## src/rtl/sfa_pkg.sv

```systemverilog
package sfa_pkg;
  // Operation applied to both counters in a given cycle
  typedef enum logic [1:0] {
    OP_HOLD = 2'd0,
    OP_LOAD = 2'd1,
    OP_STEP = 2'd2
  } ctr_op_e;
endpackage

```

## src/rtl/sfa_ctrl.sv

```systemverilog
module sfa_ctrl
  import sfa_pkg::*;
#(
  parameter int START_W = 8,
  parameter int LEN_W   = 8
) (
  input  logic               clk,
  input  logic               rst,
  input  logic               start,
  input  logic [START_W-1:0] start_val,
  input  logic [LEN_W-1:0]   len_val,
  input  logic               loop_en,
  input  logic               fetch_done,
  input  logic               cnt_zero,
  input  logic               cnt_one,
  output ctr_op_e            op,
  output logic [START_W-1:0] ld_start,
  output logic [LEN_W-1:0]   ld_len,
  output logic               end_o
);
  logic [START_W-1:0] snap_start;
  logic [LEN_W-1:0]   snap_len;
  logic               last_fetch;
  logic               reload;

  // The fetch that consumes the final byte of the sample
  assign last_fetch = !start && fetch_done && cnt_one;
  assign reload     = last_fetch && loop_en;

  always_comb begin
    if (start) begin
      op = OP_LOAD;
    end else if (reload) begin
      op = OP_LOAD;
    end else if (fetch_done && !cnt_zero) begin
      op = OP_STEP;
    end else begin
      op = OP_HOLD;
    end
  end

  // A start loads the live inputs; a loop reload uses the captured copies
  assign ld_start = start ? start_val : snap_start;
  assign ld_len   = start ? len_val   : snap_len;

  always_ff @(posedge clk) begin
    if (rst) begin
      snap_start <= '0;
      snap_len   <= '0;
      end_o      <= 1'b0;
    end else begin
      if (start) begin
        snap_start <= start_val;
        snap_len   <= len_val;
      end
      end_o <= last_fetch;
    end
  end
endmodule

```

## src/rtl/sfa_addr_ctr.sv

```systemverilog
module sfa_addr_ctr
  import sfa_pkg::*;
#(
  parameter int ADDR_W  = 16,
  parameter int START_W = 8
) (
  input  logic               clk,
  input  logic               rst,
  input  ctr_op_e            op,
  input  logic [START_W-1:0] ld_start,
  output logic [ADDR_W-1:0]  addr
);
  // Only the bits below the top address bit are stored
  localparam int REG_W = ADDR_W - 1;
  localparam int LOW_W = REG_W - 1 - START_W;

  logic [REG_W-1:0] addr_q;
  logic [REG_W-1:0] load_val;

  assign load_val = {1'b1, ld_start, {LOW_W{1'b0}}};

  always_ff @(posedge clk) begin
    if (rst) begin
      addr_q <= {1'b1, {(REG_W-1){1'b0}}};
    end else begin
      case (op)
        OP_LOAD: addr_q <= load_val;
        OP_STEP: addr_q <= addr_q + 1'b1;
        default: addr_q <= addr_q;
      endcase
    end
  end

  // Top bit tied high, so the 15-bit wrap lands at the middle of memory
  assign addr = {1'b1, addr_q};
endmodule

```

## src/rtl/sfa_len_ctr.sv

```systemverilog
module sfa_len_ctr
  import sfa_pkg::*;
#(
  parameter int LEN_W     = 8,
  parameter int LEN_SHIFT = 4,
  parameter int CNT_W     = LEN_W + LEN_SHIFT
) (
  input  logic             clk,
  input  logic             rst,
  input  ctr_op_e          op,
  input  logic [LEN_W-1:0] ld_len,
  output logic [CNT_W-1:0] remaining,
  output logic             cnt_zero,
  output logic             cnt_one
);
  logic [CNT_W-1:0] load_val;

  // 16 x length + 1; the low bits are zero so the +1 never carries
  assign load_val = {ld_len, {(LEN_SHIFT-1){1'b0}}, 1'b1};

  always_ff @(posedge clk) begin
    if (rst) begin
      remaining <= '0;
    end else begin
      case (op)
        OP_LOAD: remaining <= load_val;
        OP_STEP: remaining <= remaining - 1'b1;
        default: remaining <= remaining;
      endcase
    end
  end

  assign cnt_zero = (remaining == '0);
  assign cnt_one  = (remaining == {{(CNT_W-1){1'b0}}, 1'b1});
endmodule

```

## src/rtl/sfa_fetch_addr_gen.sv

```systemverilog
module sfa_fetch_addr_gen
  import sfa_pkg::*;
#(
  parameter int ADDR_W    = 16,
  parameter int START_W   = 8,
  parameter int LEN_W     = 8,
  parameter int LEN_SHIFT = 4,
  parameter int CNT_W     = LEN_W + LEN_SHIFT
) (
  input  logic               clk,
  input  logic               rst,
  input  logic               start,
  input  logic [START_W-1:0] start_val,
  input  logic [LEN_W-1:0]   len_val,
  input  logic               loop_en,
  input  logic               fetch_done,
  output logic [ADDR_W-1:0]  addr,
  output logic [CNT_W-1:0]   remaining,
  output logic               end_o
);
  ctr_op_e            op;
  logic [START_W-1:0] ld_start;
  logic [LEN_W-1:0]   ld_len;
  logic               cnt_zero;
  logic               cnt_one;

  sfa_ctrl #(.START_W(START_W), .LEN_W(LEN_W)) u_ctrl (
    .clk        (clk),
    .rst        (rst),
    .start      (start),
    .start_val  (start_val),
    .len_val    (len_val),
    .loop_en    (loop_en),
    .fetch_done (fetch_done),
    .cnt_zero   (cnt_zero),
    .cnt_one    (cnt_one),
    .op         (op),
    .ld_start   (ld_start),
    .ld_len     (ld_len),
    .end_o      (end_o)
  );

  sfa_addr_ctr #(.ADDR_W(ADDR_W), .START_W(START_W)) u_addr (
    .clk      (clk),
    .rst      (rst),
    .op       (op),
    .ld_start (ld_start),
    .addr     (addr)
  );

  sfa_len_ctr #(.LEN_W(LEN_W), .LEN_SHIFT(LEN_SHIFT), .CNT_W(CNT_W)) u_len (
    .clk       (clk),
    .rst       (rst),
    .op        (op),
    .ld_len    (ld_len),
    .remaining (remaining),
    .cnt_zero  (cnt_zero),
    .cnt_one   (cnt_one)
  );
endmodule

```

## config.mk

```make
export PLATFORM = sky130hd
export DESIGN_NAME = sfa_fetch_addr_gen
export DESIGN_NICKNAME = d
export VERILOG_FILES = /design/src/rtl/sfa_pkg.sv /design/src/rtl/sfa_ctrl.sv /design/src/rtl/sfa_addr_ctr.sv /design/src/rtl/sfa_len_ctr.sv /design/src/rtl/sfa_fetch_addr_gen.sv
export SDC_FILE = /design/constraint.sdc
export NUM_CORES = 1
export LEC_CHECK = 0
export ABC_AREA = 1
export CAP_MARGIN = 10
export CORE_MARGIN = 2
export CORE_UTILIZATION = 45
export CTS_BUF_LIST = sky130_fd_sc_hd__clkbuf_4
export DETAILED_ROUTE_END_ITERATION = 8
export PLACE_DENSITY_LB_ADDON = 0.25
export SETUP_SLACK_MARGIN = 0.2
export SKIP_CTS_REPAIR_TIMING = 1
export SLEW_MARGIN = 15
export SYNTH_ARGS = -nofsm -noshare
export SYNTH_HDL_FRONTEND = slang
export SYNTH_SLANG_ARGS = --single-unit
export TNS_END_PERCENT = 10
```

## constraint.sdc

```tcl
create_clock -name clk -period 2.9 [get_ports clk]
set_clock_uncertainty 0.15 [all_clocks]
set_input_delay 0.435 -clock clk [delete_from_list [all_inputs] [get_ports clk]]
set_output_delay 0.435 -clock clk [all_outputs]
set_load 0.02 [all_outputs]
```

-- Word level (Yosys, flattened, before mapping)
Cells that the tools add are included.
- latch bits: 0
- bits of input ports: 21
- word-level logic and storage cells: 25
- memories: 0
- output and inout port bits: 29
- memory bits (writable): 0
- bits in registers: 44
- memory bits (read-only): 0
- $add $sub $neg: 2
- reductions and logical operators: 8
- multipliers: 0
- divide/modulo/power cells: 0
- equal/unequal tests: 3
- bitwise operators: 0
- muxes and demuxes: 7
- shifts and indexed selects: 0
- $lt $le $gt $ge: 0
- operators by type and width (kind ; count):
    one-hot mux 15 bit (2 select lines) ; 1
    one-hot mux 12 bit (2 select lines) ; 1
    two-way mux 8 bit ; 2
    adder 15 x 1 -> 15 bit (second input constant) ; 1
    equality test 12 x 1 -> 1 bit (second input constant) ; 1
    zero test 12 bit ; 1
    subtractor 12 x 1 -> 12 bit (second input constant) ; 1
    two-way mux 2 bit ; 3
    logical AND 1 bit ; 4
    equality test 2 x 1 -> 1 bit (second input constant) ; 1
    equality test 2 bit (second input constant) ; 1
    zero test 1 bit ; 2
    nonzero test 2 bit ; 1

-- Longest topological paths before layout
- word-level depth: 8
- mapped depth: 16
- depth with buffers taken out: 15

-- By module
A second synthesis with hierarchy kept.
- cell total of the unflattened synthesis: 348
- area, all modules: 2549.9 um2
- by module, submodules not included (module ; cells each ; times used ; seq. area each (um2) ; area an instance (um2)):
    sfa_addr_ctr ; 132 ; 1 ; 300.3 ; 914.6
    sfa_len_ctr ; 122 ; 1 ; 240.2 ; 865.8
    sfa_ctrl ; 94 ; 1 ; 340.3 ; 769.5

-- Least setup slack after synthesis
OpenSTA, ideal clock, no wires.
- path kind: reg2reg
- start point: reg u_len.remaining[4]
- end point: reg u_addr.addr_q[14]
- clock period less this slack: 2351 ps
- arrival time: 2074 ps
- library setup time: 127 ps
- cell stages (with the launch flop): 12
- path slack: 549 ps
- required time: 2623 ps
- buffers on the path: 1
- cell sequence: dfxtp_1 > nor2_4 > nand2_1 > nor2_2 > nand4_1 > and3b_1 > ha_1 > buf_4 > nor4_1 > nand2_1 > nand2_1 > nand3_1
- word-level cells in the longest chain between the ends: 8
- elaborated cells between the ends (all ways): 13
- classes of those cells: eq/ne: 3; mux: 4; reduce/logical: 6
- RTL lines (what ; line ; text):
    start: declaration ; sfa_len_ctr.sv:12 ; output logic [CNT_W-1:0] remaining,
    start signal: assignment ; sfa_len_ctr.sv:26 ; OP_LOAD: remaining <= load_val;
    start signal: assignment ; sfa_len_ctr.sv:27 ; OP_STEP: remaining <= remaining - 1'b1;
    start signal: assignment ; sfa_len_ctr.sv:28 ; default: remaining <= remaining;
    zero test 12 bit ; sfa_len_ctr.sv:33 ; assign cnt_zero = (remaining == '0);
    zero test 1 bit ; sfa_ctrl.sv:35 ; end else if (fetch_done && !cnt_zero) begin
    logical AND 1 bit ; sfa_ctrl.sv:35 ;
    two-way mux 2 bit ; sfa_ctrl.sv:35 ;
    two-way mux 2 bit * ; sfa_ctrl.sv:33 ; end else if (reload) begin
    two-way mux 2 bit * ; sfa_ctrl.sv:31 ; if (start) begin
    equality test 2 bit / equality test 2 x 1 -> 1 bit (equally long branches) ; sfa_addr_ctr.sv:26 ; case (op)
    one-hot mux 15 bit (2 select lines) / nonzero test 2 bit (equally long branches) ; n/a ;
    end signal: assignment ; sfa_addr_ctr.sv:27 ; OP_LOAD: addr_q <= load_val;
    end signal: assignment ; sfa_addr_ctr.sv:28 ; OP_STEP: addr_q <= addr_q + 1'b1;
    end signal: assignment ; sfa_addr_ctr.sv:29 ; default: addr_q <= addr_q;
    end: declaration ; sfa_addr_ctr.sv:17 ; logic [REG_W-1:0] addr_q;
Every way passes the cells marked *; elsewhere a longest branch is shown, timed or not.
A chain may end at the register's enable or synchronous reset.

-- Final worst setup path
- start point: reg u_len.remaining[7]
- end point: reg u_addr.addr_q[14]
Same word-level chain as after synthesis.

==> impl_results.md <==
- Vias in the first global route: 2256
- Vias per cell: 5.061
- RSZ-0062 raised after global routing: no
- Longest Clk Path Bufs: 2
- Top-area cell type share of the netlist area: 37.33%
- Sequential share of the synthesized area: 37.33%
- Critical path, cell by cell: nor2_2 > nand2_1 > nor2_2 > nand4_1 > and3b_1 > ha_2 > buf_4 > nor4_2 > nand2_1 > nand2_1 > nand3_1
- First-pass GRT wire length: 10.34 mm
- Fillcell total: 517
- Cell chosen for the clock root: clkbuf_4
- Dpl ws: 0.04378 ns
- Max Fanout on Critical Path: 8
- Internal power: 1.055 mW
- MaxCap Viol Count: 0
- Die W: 76.42 um
- Cell Area, Synth: 2360 um2
- Syn Inst Count: 335
- Chip height: 76.42 um
- Starting Density: 46.50%
- Critical Path RT: 3.01 ns
- Core box area: 5075 um2
- CTS buffer count: 5
- Peak supply drop: 0.2809 mV
- Final setup TNS: 0 ns
- Later-pin clock latency in the skew report: 0.36 ns
- Cell area after layout: 3053 um2
- Number of cell rows: 26
- Drt first pass iters: 4
- Cell taking the most area after synthesis: dfxtp_1
- Period utilisation layout: 84.80%
- Worst hold slack: 0.3309 ns
- Max Slew Vio Count: 0
- Initial DRC count: 156
- Clock network fraction of total power: 24.8%
- Post-synth EDFFs: 0
- # DRC: 0
- Initial antenna violation count: 0
- Crit path DAT: 2.57 ns
- Gr usage total: 21.58%
- Final WL: 5.979 mm
- Slowest cell on crit path: dfxtp_1
- Reg clk slew, reported paths: 0.15 ns
- Comb power frac: 31.8%
- Syn_area_per_cell: 7.044 um2
- Most numerous cell on the critical path: nand2_1
- Area Growth Syn to Fin: 29.37%
- Bufs and invs on worst path: 1
- Total Power: 1.619 mW
- CTS tree: yes
- Pleak: 1.197 nW
- Vias: 2333
- Final setup viols: 0
- RD Place Congestion: 0.8746
- Share of cells above drive strength 1: 12.02%
- Synth warn: 0
- Top Ports: 50
- Post-DP HPWL: 4.462 mm
- CP Class: reg -> reg
- PwrDens: 530.4 nW/um2
- Register share of total power: 43.4%
- Largest net degree at the start of global routing: 18
- Port Buffers: 48
- Worst hold path type: reg -> reg
- Net switching power: 564.7 uW
- DP Area: 2942 um2
- Most common cell after layout, fill and taps aside: nand2_1
- Register bit total from synthesis: 44
- Switching Share: 34.87%
- Post-synth ARST share: 0%
- Overflow after GRT: 0
- Wire per inst: 12.97 um
- # diodes: 0
- Crit start category: flop
- CTS H-tree lvls: 2
- Routed Antenna Nets: 0
- Final setup margin: 0.4407 ns
- Status: complete, no violations
- Final min period: 2.459 ns
- CP top delay family: simple AND/OR/NAND/NOR gates
- Max Freq: 0.4066 GHz
- Leading post-synthesis cells by cell area: dfxtp_1 (37%), a21oi_1 (12%), nand2_1 (11%)
- Syn_nets: 361
- CP peak stage delay: 0.41 ns
- Commonest cells after routing, fill and taps aside: nand2_1 (70), a21oi_1 (57), clkdlybuf4s50_1 (48)
- Clock sinks: 44
- Fin nets: 416
- Critical Path End Type: flop
- Synth cell types: 38
- Final Hold Fails: 0
- Ys flop type: dfxtp_1
- Die ar.: 5839 um2
[synthesized netlist by cell type (2+ instances only)]
library cell / n
dfxtp_1: 44
buf_6: 4
o21bai_1: 2
o21a_1: 2
buf_2: 3
ha_1: 5
o21ai_0: 12
nor2_2: 6
nor2_4: 4
nor3_1: 2
nand2_2: 4
nor2_1: 28
buf_4: 4
o22ai_1: 3
nand2_1: 70
nand3b_1: 2
a21oi_1: 57
inv_1: 35
nand3_1: 23
nand4_1: 7
[sequential cells by signal, indices dropped and copies added (netlist names)]
signal	cells
u_addr.addr_q	15
u_len.remaining	12
u_ctrl.snap_len	8
u_ctrl.snap_start	8
u_ctrl.end_o	1
[worst min-delay path, cell delays in order (launching register included)]
cell	delay [ns]
dfxtp_1	0.32
nand2_1	0.07
a21oi_1	0.06
[final timing paths]
check                             from              endpoint  slack, ns  cells after the start
hold / removal    u_ctrl.snap_start[6]  u_ctrl.snap_start[6]       0.33                      2
setup reg to reg    u_len.remaining[7]     u_addr.addr_q[14]       0.44                     11
hold reg to reg   u_ctrl.snap_start[6]  u_ctrl.snap_start[6]       0.33                      2
setup / recovery    u_len.remaining[7]     u_addr.addr_q[14]       0.44                     11
[power groups by stage]
stage | combinational, mW | sequential, mW | clock (mW)
floorplan | 0.294 | 0.743 | 0
global placement | 0.493 | 0.714 | 0
detailed placement | 0.500 | 0.715 | 0
CTS | 0.503 | 0.702 | 0.410
global route | 0.567 | 0.711 | 0.438
finish | 0.515 | 0.703 | 0.401
[cell type report]
type / instances / area [um2] / share of cell area [%]
Timing Repair Buffer: 60 / 595.6 / 19.51
Inverter: 37 / 145.1 / 4.754
Sequential cell: 44 / 880.8 / 28.85
Clock buffer: 5 / 37.54 / 1.230
Multi-Input combinational cell: 242 / 1260 / 41.27
Tap cell: 70 / 87.58 / 2.869
Clock inverter: 3 / 46.29 / 1.516
[stage by stage]
stage	util [%]	cells
after floorplan	-	335
after global placement	57.96	452
after detailed placement	57.96	452
after CTS	59.62	460
after global routing	60.16	461
final	60.16	461
[metal layers]
layer	wire, um	vias to the layer above	track usage (%)
met4	31	0	5.273
met5	0	-	0
met3	266	2	3.791
li1	-	1212	-
met2	2985	55	37.96
met1	2695	1064	27.37
[cell families (layout without fill, tap and decap cells)]
family	Yosys count	after routing	share of synthesized area, %
and+or+nand+nor	156	156	31.92
AOI/OAI and AO/OA	80	80	17.97
buffers and inverters	49	105	9.968
DFF	44	44	37.33
adders and majority gates	5	5	2.651
other	1	1	0.1589
(Power assumes the default switching activity.)
